[src/rtl/binom_pkg.sv]
package binom_pkg;

  typedef enum logic [1:0] {
    ST_IDLE,
    ST_CALC,
    ST_WAITDIV
  } eng_state_e;

  // Clause ranks: lower value wins.
  typedef enum logic [1:0] {
    CL_OVER = 2'd0,
    CL_EDGE = 2'd1,
    CL_DONE = 2'd2,
    CL_STEP = 2'd3
  } clause_e;

  localparam int NCLAUSE = 4;

endpackage

[src/rtl/binom_div.sv]
module binom_div #(
  parameter int W = 32
) (
  input  logic           clk,
  input  logic           rst_n,
  input  logic           start,
  input  logic [2*W-1:0] din,
  output logic           busy,
  output logic [W-1:0]   quo
);
  localparam int CW = $clog2(W + 1);

  logic [W-1:0]  rem_q, rem_d;
  logic [W-1:0]  quo_q, quo_d;
  logic [W-1:0]  dvs_q, dvs_d;
  logic [CW-1:0] cnt_q, cnt_d;
  logic [W:0]    trial;
  logic          step_en;

  assign step_en = (cnt_q != '0);
  assign trial   = {rem_q, quo_q[W-1]} - {1'b0, dvs_q};

  always_comb begin
    rem_d = rem_q;
    quo_d = quo_q;
    dvs_d = dvs_q;
    cnt_d = cnt_q;
    if (start) begin
      rem_d = '0;
      quo_d = din[2*W-1:W];
      dvs_d = din[W-1:0];
      cnt_d = CW'(W);
    end else if (step_en) begin
      if (!trial[W]) begin
        rem_d = trial[W-1:0];
        quo_d = {quo_q[W-2:0], 1'b1};
      end else begin
        rem_d = {rem_q[W-2:0], quo_q[W-1]};
        quo_d = {quo_q[W-2:0], 1'b0};
      end
      cnt_d = cnt_q - CW'(1);
    end
  end

  always_ff @(posedge clk or negedge rst_n) begin
    if (!rst_n) begin
      rem_q <= '0;
      quo_q <= '0;
      dvs_q <= '0;
      cnt_q <= '0;
    end else begin
      rem_q <= rem_d;
      quo_q <= quo_d;
      dvs_q <= dvs_d;
      cnt_q <= cnt_d;
    end
  end

  assign busy = step_en;
  assign quo  = quo_q;

  AST_DIV_NONZERO: assert property (@(posedge clk) disable iff (!rst_n)
    start |-> (din[W-1:0] != '0));
  AST_DIV_NO_RESTART: assert property (@(posedge clk) disable iff (!rst_n)
    busy |-> !start);
  AST_DIV_FINISH: assert property (@(posedge clk) disable iff (!rst_n)
    (busy && cnt_q == CW'(1)) |=> !busy);

endmodule

[src/rtl/binom_clause_sel.sv]
module binom_clause_sel #(
  parameter int NC       = 4,
  parameter bit PARALLEL = 1'b1
) (
  input  logic                  clk,
  input  logic                  rst_n,
  input  logic                  en,
  input  logic                  stall,
  input  logic [NC-1:0]         guards,
  output logic                  fire,
  output logic [$clog2(NC)-1:0] sel
);
  localparam int SW = $clog2(NC);

  generate
    if (PARALLEL) begin : g_par
      always_comb begin
        sel = '0;
        for (int i = NC - 1; i >= 0; i--) begin
          if (guards[i]) sel = SW'(i);
        end
        fire = en && (guards != '0);
      end

      AST_PRIORITY: assert property (@(posedge clk) disable iff (!rst_n)
        fire |-> ((guards & ((NC'(1) << sel) - NC'(1))) == '0));
    end else begin : g_seq
      logic [SW-1:0] ptr_q, ptr_d;

      assign sel  = ptr_q;
      assign fire = en && guards[ptr_q];

      always_comb begin
        ptr_d = ptr_q;
        if (!en)                        ptr_d = '0;
        else if (fire && stall)         ptr_d = ptr_q;
        else if (fire)                  ptr_d = '0;
        else if (ptr_q == SW'(NC - 1))  ptr_d = '0;
        else                            ptr_d = ptr_q + SW'(1);
      end

      always_ff @(posedge clk or negedge rst_n) begin
        if (!rst_n) ptr_q <= '0;
        else        ptr_q <= ptr_d;
      end

      AST_PTR_RESTART: assert property (@(posedge clk) disable iff (!rst_n)
        (fire && !stall) |=> (ptr_q == '0));
    end
  endgenerate

  AST_FIRST_TRUE: assert property (@(posedge clk) disable iff (!rst_n)
    fire |-> guards[sel]);
  AST_STALL_ON_FIRE: assert property (@(posedge clk) disable iff (!rst_n)
    stall |-> fire);

endmodule

[src/rtl/binom_engine.sv]
module binom_engine #(
  parameter int NW       = 8,
  parameter int DW       = 32,
  parameter bit PARALLEL = 1'b1
) (
  input  logic            clk,
  input  logic            rst_n,
  input  logic            in_start,
  output logic            in_busy,
  input  logic [2*NW-1:0] in_word,
  output logic            out_start,
  input  logic            out_busy,
  output logic [DW-1:0]   result
);
  import binom_pkg::*;

  localparam int CIW = NW + 1;
  localparam int SW  = $clog2(NCLAUSE);

  eng_state_e      st_q, st_d;
  logic [NW-1:0]   n_q, n_d, k_q, k_d;
  logic [CIW-1:0]  c_q, c_d;
  logic [DW-1:0]   d_q, d_d;
  logic            done_q, done_d;
  logic            ostart_q, ostart_d;

  logic [NCLAUSE-1:0] guards;
  logic               fire, stall, finish;
  logic [SW-1:0]      sel;
  logic               div_start, div_busy;
  logic [DW-1:0]      div_quo, factor, prod;

  assign guards[CL_OVER] = (k_q > n_q);
  assign guards[CL_EDGE] = (k_q == '0) || (k_q == n_q);
  assign guards[CL_DONE] = (c_q > {1'b0, k_q});
  assign guards[CL_STEP] = 1'b1;

  assign finish = fire && (sel != CL_STEP);
  assign stall  = finish && out_busy;

  binom_clause_sel #(.NC(NCLAUSE), .PARALLEL(PARALLEL)) sel_i (
    .clk    (clk),
    .rst_n  (rst_n),
    .en     (st_q == ST_CALC),
    .stall  (stall),
    .guards (guards),
    .fire   (fire),
    .sel    (sel)
  );

  assign factor = DW'(n_q) - DW'(c_q) + DW'(1);
  assign prod   = d_q * factor;

  binom_div #(.W(DW)) div_i (
    .clk   (clk),
    .rst_n (rst_n),
    .start (div_start),
    .din   ({prod, DW'(c_q)}),
    .busy  (div_busy),
    .quo   (div_quo)
  );

  always_comb begin
    st_d      = st_q;
    n_d       = n_q;
    k_d       = k_q;
    c_d       = c_q;
    d_d       = d_q;
    done_d    = done_q;
    ostart_d  = 1'b0;
    div_start = 1'b0;
    unique case (st_q)
      ST_IDLE: begin
        if (in_start) begin
          n_d    = in_word[2*NW-1:NW];
          k_d    = in_word[NW-1:0];
          c_d    = CIW'(1);
          d_d    = DW'(1);
          done_d = 1'b0;
          st_d   = ST_CALC;
        end
      end
      ST_CALC: begin
        if (fire && !stall) begin
          if (sel == CL_STEP) begin
            div_start = 1'b1;
            st_d      = ST_WAITDIV;
          end else begin
            if (sel == CL_OVER) d_d = '0;
            if (sel == CL_EDGE) d_d = DW'(1);
            done_d   = 1'b1;
            ostart_d = 1'b1;
            st_d     = ST_IDLE;
          end
        end
      end
      ST_WAITDIV: begin
        if (!div_busy) begin
          d_d  = div_quo;
          c_d  = c_q + CIW'(1);
          st_d = ST_CALC;
        end
      end
      default: st_d = ST_IDLE;
    endcase
  end

  always_ff @(posedge clk or negedge rst_n) begin
    if (!rst_n) begin
      st_q     <= ST_IDLE;
      n_q      <= '0;
      k_q      <= '0;
      c_q      <= '0;
      d_q      <= '0;
      done_q   <= 1'b1;
      ostart_q <= 1'b0;
    end else begin
      st_q     <= st_d;
      n_q      <= n_d;
      k_q      <= k_d;
      c_q      <= c_d;
      d_q      <= d_d;
      done_q   <= done_d;
      ostart_q <= ostart_d;
    end
  end

  assign in_busy   = ~done_q;
  assign out_start = ostart_q;
  assign result    = d_q;

  AST_START_TAKEN: assert property (@(posedge clk) disable iff (!rst_n)
    (in_start && !in_busy) |=> in_busy);
  AST_START_IGNORED: assert property (@(posedge clk) disable iff (!rst_n)
    (in_start && in_busy) |=> ($stable(n_q) && $stable(k_q)));
  AST_OUT_HOLD: assert property (@(posedge clk) disable iff (!rst_n)
    out_busy |=> !out_start);
  AST_OUT_PULSE: assert property (@(posedge clk) disable iff (!rst_n)
    out_start |=> !out_start);
  AST_IDLE_RESULT: assert property (@(posedge clk) disable iff (!rst_n)
    !in_busy |=> (in_busy || $stable(result)));
  AST_DIV_ONLY_WAITING: assert property (@(posedge clk) disable iff (!rst_n)
    div_busy |-> (st_q == ST_WAITDIV));

endmodule

[config.mk]
export PLATFORM = sky130hd
export DESIGN_NAME = binom_engine
export DESIGN_NICKNAME = d
export VERILOG_FILES = /design/src/rtl/binom_pkg.sv /design/src/rtl/binom_div.sv /design/src/rtl/binom_clause_sel.sv /design/src/rtl/binom_engine.sv
export SDC_FILE = /design/constraint.sdc
export NUM_CORES = 1
export LEC_CHECK = 0
export ABC_AREA = 1
export BUFFER_PORTS_ARGS = -buffer_cell sky130_fd_sc_hd__buf_2
export CAP_MARGIN = 20
export CORE_MARGIN = 2
export CORE_UTILIZATION = 40
export DETAILED_ROUTE_END_ITERATION = 7
export GPL_ROUTABILITY_DRIVEN = 0
export PLACE_DENSITY_LB_ADDON = 0.2
export RECOVER_POWER = 100
export SLEW_MARGIN = 20
export SYNTH_ARGS = -nofsm -noshare
export SYNTH_HDL_FRONTEND = slang
export SYNTH_SLANG_ARGS = --single-unit
[constraint.sdc]
create_clock -name clk -period 11.2 [get_ports clk]
set_input_delay 0.56 -clock clk [delete_from_list [all_inputs] [get_ports clk]]
set_output_delay 0.56 -clock clk [all_outputs]
set_load 0.05 [all_outputs]
# Word-level counts from Yosys, hierarchy flattened
# Cells that the tools add are included.
[word_totals]
ff_bits = 140
in_bits = 20
output_inout_bits = 34
wordCells = 85
[op_classes]
n_addsub = 5
multipliers = 1
order_cmp = 2
eq_ne = 11
mux = 36
bitwise_logic = 1
n_reduce_logical = 18
[ops]
columns = ["operator", "count"]
rows = [
  ["$mux 32", 11],
  ["$pmux 32 s3", 1],
  ["$sub 33x9->33", 1],
  ["$mul 32x11->32", 1],
  ["$mux 9", 2],
  ["$pmux 9 s2", 1],
  ["$mux 2", 6],
  ["$mux 6", 2],
  ["$add 10x2->11 const B", 1],
  ["$mux 1", 11],
  ["$sub 8x9->10", 1],
  ["$add 9x1->9 const B", 1],
  ["$gt 9x8->1", 1],
  ["$eq 8x8->1", 1],
  ["$gt 8x8->1", 1],
  ["$logic_not 8->1", 1],
  ["$ne 2x2->1 const B", 4],
  ["$pmux 2 s3", 1],
  ["$reduce_and 3->1", 2],
  ["$reduce_and 6->1", 1],
  ["$reduce_bool 2->1", 3],
  ["$reduce_bool 6->1", 1],
  ["$sub 6x1->6 const B", 1],
  ["$eq 2x1->1 const B", 2],
  ["other kinds (12)", 16],
]

# Logic depth before layout (Yosys ltp)
# Gate-level depths: netlist (run 1).
[depth]
depth_word = 12
depth_mapped = 41
depth_no_buf = 40

# By module
# Synthesis (run 1) repeated with hierarchy kept, for this count alone.
[hier_totals]
cells_unflattened = 2772
area_unflattened_um2 = 19936.6
[by_module_without_submodules]
columns = ["module", "instances", "cells_each", "area_per_inst_um2", "seq_area_each_um2"]
rows = [
  ["binom_engine", 1, 1642, 12635.9, 1527.7],
  ["binom_div", 1, 1121, 7263.2, 2552.4],
  ["binom_clause_sel", 1, 9, 37.5, 0.0],
]

# Worst setup path before layout (run 1)
# No wires, ideal clock.
[synth_path]
path_kind = "reg-to-reg"
from = "register c_q[0]"
to = "register div_i.quo_q[28], in the netlist div_i.quo[28]"
setup_ns = 0.087
arrival_ns = 6.701
t_required_ns = 11.113
path_slack_ns = 4.413
stages_incl_launch_ff = 31
path_buffers = 1
synth_period_minus_slack_ns = 6.787
cell_sequence = "dfrtp_1 -> ha_1 -> fa_1 -> inv_1 -> ha_1 -> nand3_2 -> inv_2 -> nand3_2 -> nor2_2 -> nand3_2 -> nand2_1 -> clkbuf_1 -> nor2_1 -> fa_1 -> inv_1 -> fa_1 -> fa_1 -> fa_1 -> fa_1 -> inv_1 -> ha_1 -> nand2_1 -> nor2_1 -> nand4_1 -> o21ai_0 -> a21o_1 -> a21oi_1 -> o21ai_0 -> xor2_1 -> nand2_1 -> o211ai_1"
[synth_via]
elab_chain_len = 12
elab_cells_between_ends = 18
classes_between = "add/sub: 2; mul: 1; order compare: 1; eq/ne: 2; mux: 7; reduce/logical: 5"
[synth_rtl]
columns = ["element", "line", "source"]
rows = [
  ["start, declared", "binom_engine.sv:22", "logic [CIW-1:0] c_q, c_d;"],
  ["start signal, assigned", "binom_engine.sv:113", "c_q <= '0;"],
  ["start signal, assigned", "binom_engine.sv:121", "c_q <= c_d;"],
  ["parallel branches: the longest is 12 deep, another holds $mul 32x11->32", "n/a", ""],
  ["end signal, assigned", "binom_div.sv:53", "quo_q <= quo_d;"],
  ["end, declared", "binom_div.sv:14", "logic [W-1:0] quo_q, quo_d;"],
]
# Several ways; the timed one is not identified.
# A chain may end at the register's enable or synchronous reset.

# Final worst setup path (run 1)
[layout_path]
from = "register c_q[0]"
to = "register div_i.quo_q[27], in the netlist div_i.quo[27]"
# Same word-level chain as after synthesis.

==> results of run 1 <==
[layout make-up]
type	instances	area [um2]
multi-input combinational	1473	11300
clock buffer	19	443
sequential	140	3500
tap	539	674
fill	4289	23800
timing repair buffer	66	297
inverter	525	1970
clock inverter	13	118
[critical path: cells and delay by family, from the launching register on]
| kind | cells | cell delay [ns] |
|---|---|---|
| AND/OR/NAND/NOR | 9 | 1.07 |
| adder cells (fa/ha/maj) | 9 | 3.61 |
| flip-flops | 1 | 0.43 |
| buffers and inverters | 7 | 1.43 |
| AO/OA/AOI/OAI | 7 | 1.70 |
[per-layer routing]
metal | track usage, % | vias up | share of wire [%]
met1 | 32.2 | 7140 | 47
li1 | - | 6785 | -
met4 | 4.52 | 0 | 1.3
met2 | 38.1 | 332 | 47
met5 | 0 | - | 0
met3 | 3.42 | 50 | 4.6
[placed cells by master, fill, tap and decap left out, types with 24 or more instances in the layout]
master	synthesis	layout
xor2_1	27	27
inv_1	513	517
o21ai_0	118	119
dfrtp_1	139	139
ha_1	116	116
clkbuf_1	39	42
nand2_1	405	405
fa_1	222	222
o221ai_1	24	24
a21oi_1	74	74
nand3_1	92	93
nor2_1	231	230
[through the flow]
step / utilization (%) / cells / setup WS [ns] / hold WS, ns
finish: 43.5 / 2775 / 2.90 / 0.380
floorplan: - / 2206 / 4.41 / 0.264
global route: 43.5 / 2775 / 2.29 / 0.377
CTS: 43.7 / 2775 / 3.08 / 0.236
detailed placement: 42.4 / 2743 / 3.08 / 0.483
global placement: 42.4 / 2743 / 3.38 / 0.478
[registers in the layout, indices dropped and copies added, names as in the netlist]
signal	count
div_i.dvs_q	9
div_i.rem_q	32
result	32
c_q	9
div_i.quo	32
k_q	8
out_start	1
n_q	8
st_q	2
div_i.cnt_q	6
done_q	1
[cell families (layout without fill, tap and decap cells)]
kind of cell,after synthesis,in the layout
AO/OA/AOI/OAI,280,280
flip-flops,140,140
XOR/XNOR,40,40
AND/OR/NAND/NOR,815,815
buffers and inverters,593,623
adder cells (fa/ha/maj),338,338
[worst paths after layout]
path | from | to | depth (start not counted)
min in group asynchronous | rst_n | n_q[5]$_DFFE_PN0P_ | 1
worst max register to register | c_q[0]$_DFFE_PN0P_ | div_i.quo[27]$_DFFE_PN0P_ | 32
worst min-delay path | in_word[3] | k_q[3]$_DFFE_PN0P_ | 3
worst max-delay path | c_q[0]$_DFFE_PN0P_ | div_i.quo[27]$_DFFE_PN0P_ | 32
worst min register to register | done_q$_DFFE_PN1P_ | done_q$_DFFE_PN1P_ | 2
max in group asynchronous | rst_n | result[24]$_DFFE_PN0P_ | 2
==> impl_metrics.yaml, run 1 <==
critical_path:
  required_ns: 11.55
  reg2reg_slack_ns: 2.90
  cp_slowest_cell: "inv_1"
  crit_path_start_kind: "register"
  arrival_ns: 8.66
  critPathMaxStageDelay_ns: 0.90
  cp-end-kind: "register"
  cp_max_fo: 26
  crit_type: "register to register"
  cpMostUsedCell: "inv_1"
synth:
  synth.area.mux_share_pct: 0
  synth_top_cell_area_share_pct: 25.9
  synth_most_common_cell: "inv_1"
  synthTopCellsByArea: "fa_1 26%, dfrtp_1 20%, inv_1 11%"
  ys_top_cells_by_count: "513 x inv_1, 405 x nand2_1, 231 x nor2_1, 222 x fa_1, 139 x dfrtp_1"
  synth_top_family_by_area: "adder cells"
  synth_area_leader_cell: "fa_1"
  postSynth.asyncResetShare_pct: 100
  yosysWarnings: 0
  netlist_instances: 2206
  synth-compound-area-share_pct: 9.61
  ys_seq_area_share_pct: 20.5
  syn_nets: 2564
  synth-adder-area-share_pct: 34.4
  ys_ff_latch: 140
  synth_cell_types: 50
  postSynthAreaPerCell_um2: 7.76
  ys.flop_type: "dfrtp_1"
  synth_xor_area_share_pct: 2.05
  syn-cell-area_mm2: 0.0171
  synthSimpleGateAreaFrac_pct: 20.2
  synth-edff-count: 0
global_routing:
  gr-usage-all-layers_pct: 23.0
  overflow: 0
  antenna_found_initial: 0
  grt_pass1_wl_um: 80100
  grt_pass1_vias: 15029
  grt_max_degree: 84
route:
  vias: 14307
  vias_per_cell: 5.16
  postRouteWirelength_um: 48400
  remaining_drc_errors: 0
  wl_per_cell_um: 17.5
  detail-route-antenna-nets: 0
  drt_iter0_drc: 1218
  dr.pass1.iters: 5
die:
  coreArea_mm2: 0.0421
  die_area_mm2: 0.0445
  placement_rows: 75
  pin_count: 54
  die_w_um: 211
  initial_core_util_pct: 40.6
  die_h_um: 211
worst_hold_path:
  min_path_type: "input port to register"
cts:
  clockBufferDepth: 2
  cts.htree.levels: 4
  clk_latency_ns: 0.43
  clock_sinks: 140
  cts_setup_buffers: 0
  clk_transition_reported_paths_ns: 0.07
  cts_tree: "built"
  clockRootBuffer: "clkbuf_16"
  cts_hold_buf: 0
  numCtsBuffers: 17
  cts_resized: 0
finish:
  antenna_cells: 0
  drive_gt1_share_pct: 4.79
  final_area_mm2: 0.0183
  syn2layout_area_growth_pct: 7.12
  nets: 2581
run_status:
  status: "finished with violations"
  violations: "capacitance limit, slew limit"
sta:
  slew_viol_final: 273
  finalClockSkew_ns: 0.0111
  timing.final.crit_period_ns: 8.30
  worst_pin_slew_ns: 4.97
  finalSetupViolCount: 0
  final_hold_viol_count: 0
  fin_tns_setup_ns: 0
  slew_headroom_pct: -231
  fmax_mhz: 120
  grt_setup_unrepaired: "no"
  fin_crit_sh_pct: 74.1
placement:
  placed_cell_area_mm2: 0.0179
  io_buffer_count: 53
  hpwl_um: 37300
job:
  drv_cap: 5
Power of run 1 is not shown: default switching activity piles up to over one toggle a cycle in this logic, so the estimate is an artifact.
==> run 2: changes to the inputs <==
==> constraint.sdc (replaced) <==
create_clock -name clk -period 6.9 [get_ports clk]
set_input_delay 0.345 -clock clk [delete_from_list [all_inputs] [get_ports clk]]
set_output_delay 0.345 -clock clk [all_outputs]
set_load 0.05 [all_outputs]
==> impl_metrics.yaml, run 2 (synthesis results as in run 1) <==
finish:
  seq_area_mm2: 0.00350
  mostFrequentLayoutCell: "inv_1"
  nFillCells: 4022
  nets: 2732
  syn2layout_area_growth_pct: 19.0
  finalNonFillerCells: 2926
  mostFrequentLayoutCells: "500 x inv_1, 394 x nand2_1, 217 x nor2_1, 212 x fa_1, 145 x buf_4"
  drive_gt1_share_pct: 15.7
  antenna_cells: 0
  multiInputGateArea_mm2: 0.0120
global_routing:
  overflow: 0
  grt_max_degree: 73
  grt_pass1_vias: 15191
  gr-usage-all-layers_pct: 23.3
  grt_pass1_wl_um: 81100
  antenna_found_initial: 0
sta:
  grt_setup_unrepaired: "yes"
  slew_viol_final: 207
  fin_crit_sh_pct: 97.0
  slew_headroom_pct: -167
  final_hold_viol_count: 0
  timing.final.crit_period_ns: 6.69
  finalClockSkew_ns: 0.0102
  fin_tns_setup_ns: 0
  fmax_mhz: 149
  setup_slack_ns: 0.207
  finalSetupViolCount: 0
  worst_pin_slew_ns: 4.01
cts:
  cts.htree.levels: 4
  clk_transition_reported_paths_ns: 0.07
  numCtsBuffers: 17
  cts_tree: "built"
  clockBufferDepth: 2
  clock_sinks: 140
  clk_latency_ns: 0.44
  clockRootBuffer: "clkbuf_16"
die:
  die_area_mm2: 0.0445
  coreArea_mm2: 0.0421
  initial_core_util_pct: 40.6
  pin_count: 54
  die_w_um: 211
  placement_rows: 75
  die_h_um: 211
route:
  vias: 14861
  drt_iter0_drc: 1156
  vias_per_cell: 5.08
  detail-route-antenna-nets: 0
  dr.pass1.iters: 6
  wl_per_cell_um: 17.2
  postRouteWirelength_um: 50400
  remaining_drc_errors: 0
placement:
  io_buffer_count: 53
  pre_cts_slack_ns: -0.271
  dpl.cell_count: 2873
  hpwl_um: 39300
critical_path:
  cpMostUsedCell: "fa_1"
  required_ns: 7.18
  cp_max_fo: 11
  crit_type: "register to register"
  cp-end-kind: "register"
  crit_path_start_kind: "register"
  arrival_ns: 6.97
  cp_slowest_cell: "fa_1"
  critPathMaxStageDelay_ns: 0.55
run_status:
  violations: "capacitance limit, slew limit"
  status: "finished with violations"
worst_hold_path:
  min_path_type: "input port to register"
job:
  drv_cap: 4
## run 2: metal layers
metal  global-route usage, %  up-vias  wire length (um)
li1                        -     7094                 -
met1                    32.7     7314             22900
met2                    38.1      385             23800
met3                    3.36       68              2630
met4                    5.90        0              1150
met5                       0        -                 0
## run 2: cell type report
type                            count  share of cell area, %
Multi-Input combinational cell   1473                   59.0
Sequential cell                   140                   17.2
Inverter                          525                   9.74
Timing Repair Buffer              217                   7.92
Tap cell                          539                   3.31
Clock buffer                       19                   2.17
Clock inverter                     13                  0.645
## run 2: worst max-delay path: cells and delay by family (launching register included)
family,cells,cell delay [ns]
compound gates,3,0.49
flops,1,0.36
buf+inv,8,0.78
fa+ha+maj,9,3.63
xor+xnor,1,0.13
simple gates,11,1.14
## run 2: what timing repair did
item                                    in CTS  in global routing
gates resized for setup                     21                142
hold buffers                                 1                  0
buffers inserted                             0                 18
hold endpoints to repair                    67                  0
gates cloned                                 0                  2
endpoints found under the setup margin      15                 20
pin swaps                                    1                104
## run 2: final timing paths
| check | start | end | slack (ns) | cells past startpoint |
|---|---|---|---|---|
| min in group asynchronous | rst_n | n_q[4]$_DFFE_PN0P_ | 1.86 | 2 |
| min reg2reg | div_i.dvs_q[8]$_DFFE_PN0P_ | div_i.dvs_q[8]$_DFFE_PN0P_ | 0.50 | 2 |
| max | n_q[0]$_DFFE_PN0P_ | div_i.quo[24]$_DFFE_PN0P_ | 0.21 | 32 |
| max in group asynchronous | rst_n | div_i.rem_q[31]$_DFFE_PN0P_ | 1.59 | 3 |
| max reg2reg | n_q[0]$_DFFE_PN0P_ | div_i.quo[24]$_DFFE_PN0P_ | 0.21 | 32 |
| min | in_word[1] | k_q[1]$_DFFE_PN0P_ | 0.16 | 3 |
## run 2: metrics by stage
step                      area (um2)  hold slack [ns]  util [%]
final                          20400            0.156      48.4
after global routing           20400            0.150      48.4
after CTS                      19600            0.138      46.5
after detailed placement       19000            0.418      45.0
after global placement         19000            0.410      45.0
after floorplan                17100           0.0494         -
Power of run 2 is left out for the same reason.
==> run 3: changes to the inputs <==
--- a/config.mk
+++ b/config.mk
@@ -9,7 +9,8 @@
 export BUFFER_PORTS_ARGS = -buffer_cell sky130_fd_sc_hd__buf_2
 export CAP_MARGIN = 20
 export CORE_MARGIN = 2
-export CORE_UTILIZATION = 40
+export CORE_UTILIZATION = 45
+export CTS_CLUSTER_SIZE = 16
 export DETAILED_ROUTE_END_ITERATION = 7
 export GPL_ROUTABILITY_DRIVEN = 0
 export PLACE_DENSITY_LB_ADDON = 0.2
==> impl_metrics.yaml, run 3 (synthesis results as in run 1) <==
placement:
  hpwl_um: 38400
  dpl.cell_count: 2830
  io_buffer_count: 53
  placed_cell_area_mm2: 0.0188
job:
  drv_cap: 3
finish:
  multiInputGateArea_mm2: 0.0121
  mostFrequentLayoutCell: "inv_1"
  nets: 2726
  antenna_cells: 0
  finalNonFillerCells: 2892
  drive_gt1_share_pct: 16.0
  syn2layout_area_growth_pct: 19.0
  final_area_mm2: 0.0204
  seq_area_mm2: 0.00351
  nFillCells: 3535
  mostFrequentLayoutCells: "496 x inv_1, 392 x nand2_1, 213 x fa_1, 207 x nor2_1, 138 x dfrtp_1"
critical_path:
  required_ns: 7.23
  arrival_ns: 7.06
  cp_max_fo: 8
  critPathMaxStageDelay_ns: 0.56
  cp-end-kind: "register"
  cp_slowest_cell: "fa_1"
  crit_path_start_kind: "register"
  crit_type: "register to register"
  cpMostUsedCell: "fa_1"
sta:
  slew_viol_final: 180
  finalSetupViolCount: 0
  fmax_mhz: 149
  fin_crit_sh_pct: 97.4
  finalClockSkew_ns: 0.0137
  worst_pin_slew_ns: 3.58
  grt_setup_unrepaired: "yes"
  final_hold_viol_count: 0
  timing.final.crit_period_ns: 6.72
  slew_headroom_pct: -139
cts:
  cts.htree.levels: 4
  clockRootBuffer: "clkbuf_16"
  clockBufferDepth: 2
  numCtsBuffers: 17
  clk_latency_ns: 0.43
  clk_transition_reported_paths_ns: 0.06
  clock_sinks: 140
  cts_tree: "built"
die:
  placement_rows: 71
  die_w_um: 199
  die_area_mm2: 0.0396
  die_h_um: 199
  pin_count: 54
  coreArea_mm2: 0.0376
  initial_core_util_pct: 45.6
route:
  postRouteWirelength_um: 50000
  drt_iter0_drc: 984
  vias: 15121
  dr.pass1.iters: 5
  wl_per_cell_um: 17.3
  vias_per_cell: 5.23
  detail-route-antenna-nets: 0
  remaining_drc_errors: 0
run_status:
  status: "finished with violations"
  violations: "capacitance limit, slew limit"
global_routing:
  grt_max_degree: 77
  grt_pass1_vias: 15247
  gr-usage-all-layers_pct: 26.1
  overflow: 0
  antenna_found_initial: 0
  grt_pass1_wl_um: 80500
worst_hold_path:
  min_path_type: "input port to register"
-- run 3: layout make-up --
| class | count | share of cell area [%] |
|---|---|---|
| clock buffers | 19 | 2.17 |
| clock inverters | 13 | 0.755 |
| inverters | 525 | 9.73 |
| multi-input cells | 1473 | 59.2 |
| flip-flops and latches | 140 | 17.2 |
| well taps | 511 | 3.14 |
| repair buffers | 211 | 7.85 |
-- run 3: timing repair --
item	CTS	global route
pin swaps	5	101
buffers inserted	3	25
hold buffers	1	0
gates resized for setup	20	161
setup endpoints to repair	15	20
endpoints found under the hold margin	63	0
cloned	0	1
-- run 3: critical path, delay by kind of cell (launching register included) --
family | cells | cell delay [ns]
AOI/OAI and AO/OA | 5 | 0.73
xor gates and xnor gates | 1 | 0.19
buffers and inverters | 6 | 0.61
and+or+nand+nor | 10 | 1.04
DFF | 1 | 0.41
adders and majority gates | 9 | 3.61
-- run 3: metal layers --
metal / global-route usage, % / share of wire, %
met1: 37.9 / 46
met2: 41.9 / 46
met3: 3.48 / 5.8
met4: 5.42 / 1.6
met5: 0 / 0
-- run 3: final timing paths --
check / slack (ns) / endpoint / cells after the start / startpoint
max: 0.18 / div_i.quo[28]$_DFFE_PN0P_ / 31 / c_q[0]$_DFFE_PN0P_
min: 0.1 / out_start$_DFF_PN0_ / 2 / out_busy
max reg2reg: 0.18 / div_i.quo[28]$_DFFE_PN0P_ / 31 / c_q[0]$_DFFE_PN0P_
min reg2reg: 0.50 / done_q$_DFFE_PN1P_ / 2 / done_q$_DFFE_PN1P_
max in group asynchronous: 1.70 / c_q[1]$_DFFE_PN0P_ / 3 / rst_n
min in group asynchronous: 1.68 / n_q[6]$_DFFE_PN0P_ / 2 / rst_n
-- run 3: stage by stage --
stage                     TNS, ns  setup slack, ns  utilization (%)  hold slack [ns]
after floorplan                 0            0.113                -           0.0494
after global placement     -0.278          -0.0908             50.0            0.379
after detailed placement    -1.22           -0.216             50.0            0.386
after CTS                       0          0.00224             51.9           0.0878
after global routing       -0.332           -0.102             54.2           0.0881
final                           0            0.177             54.2           0.0967
Power of run 3 is left out for the same reason.
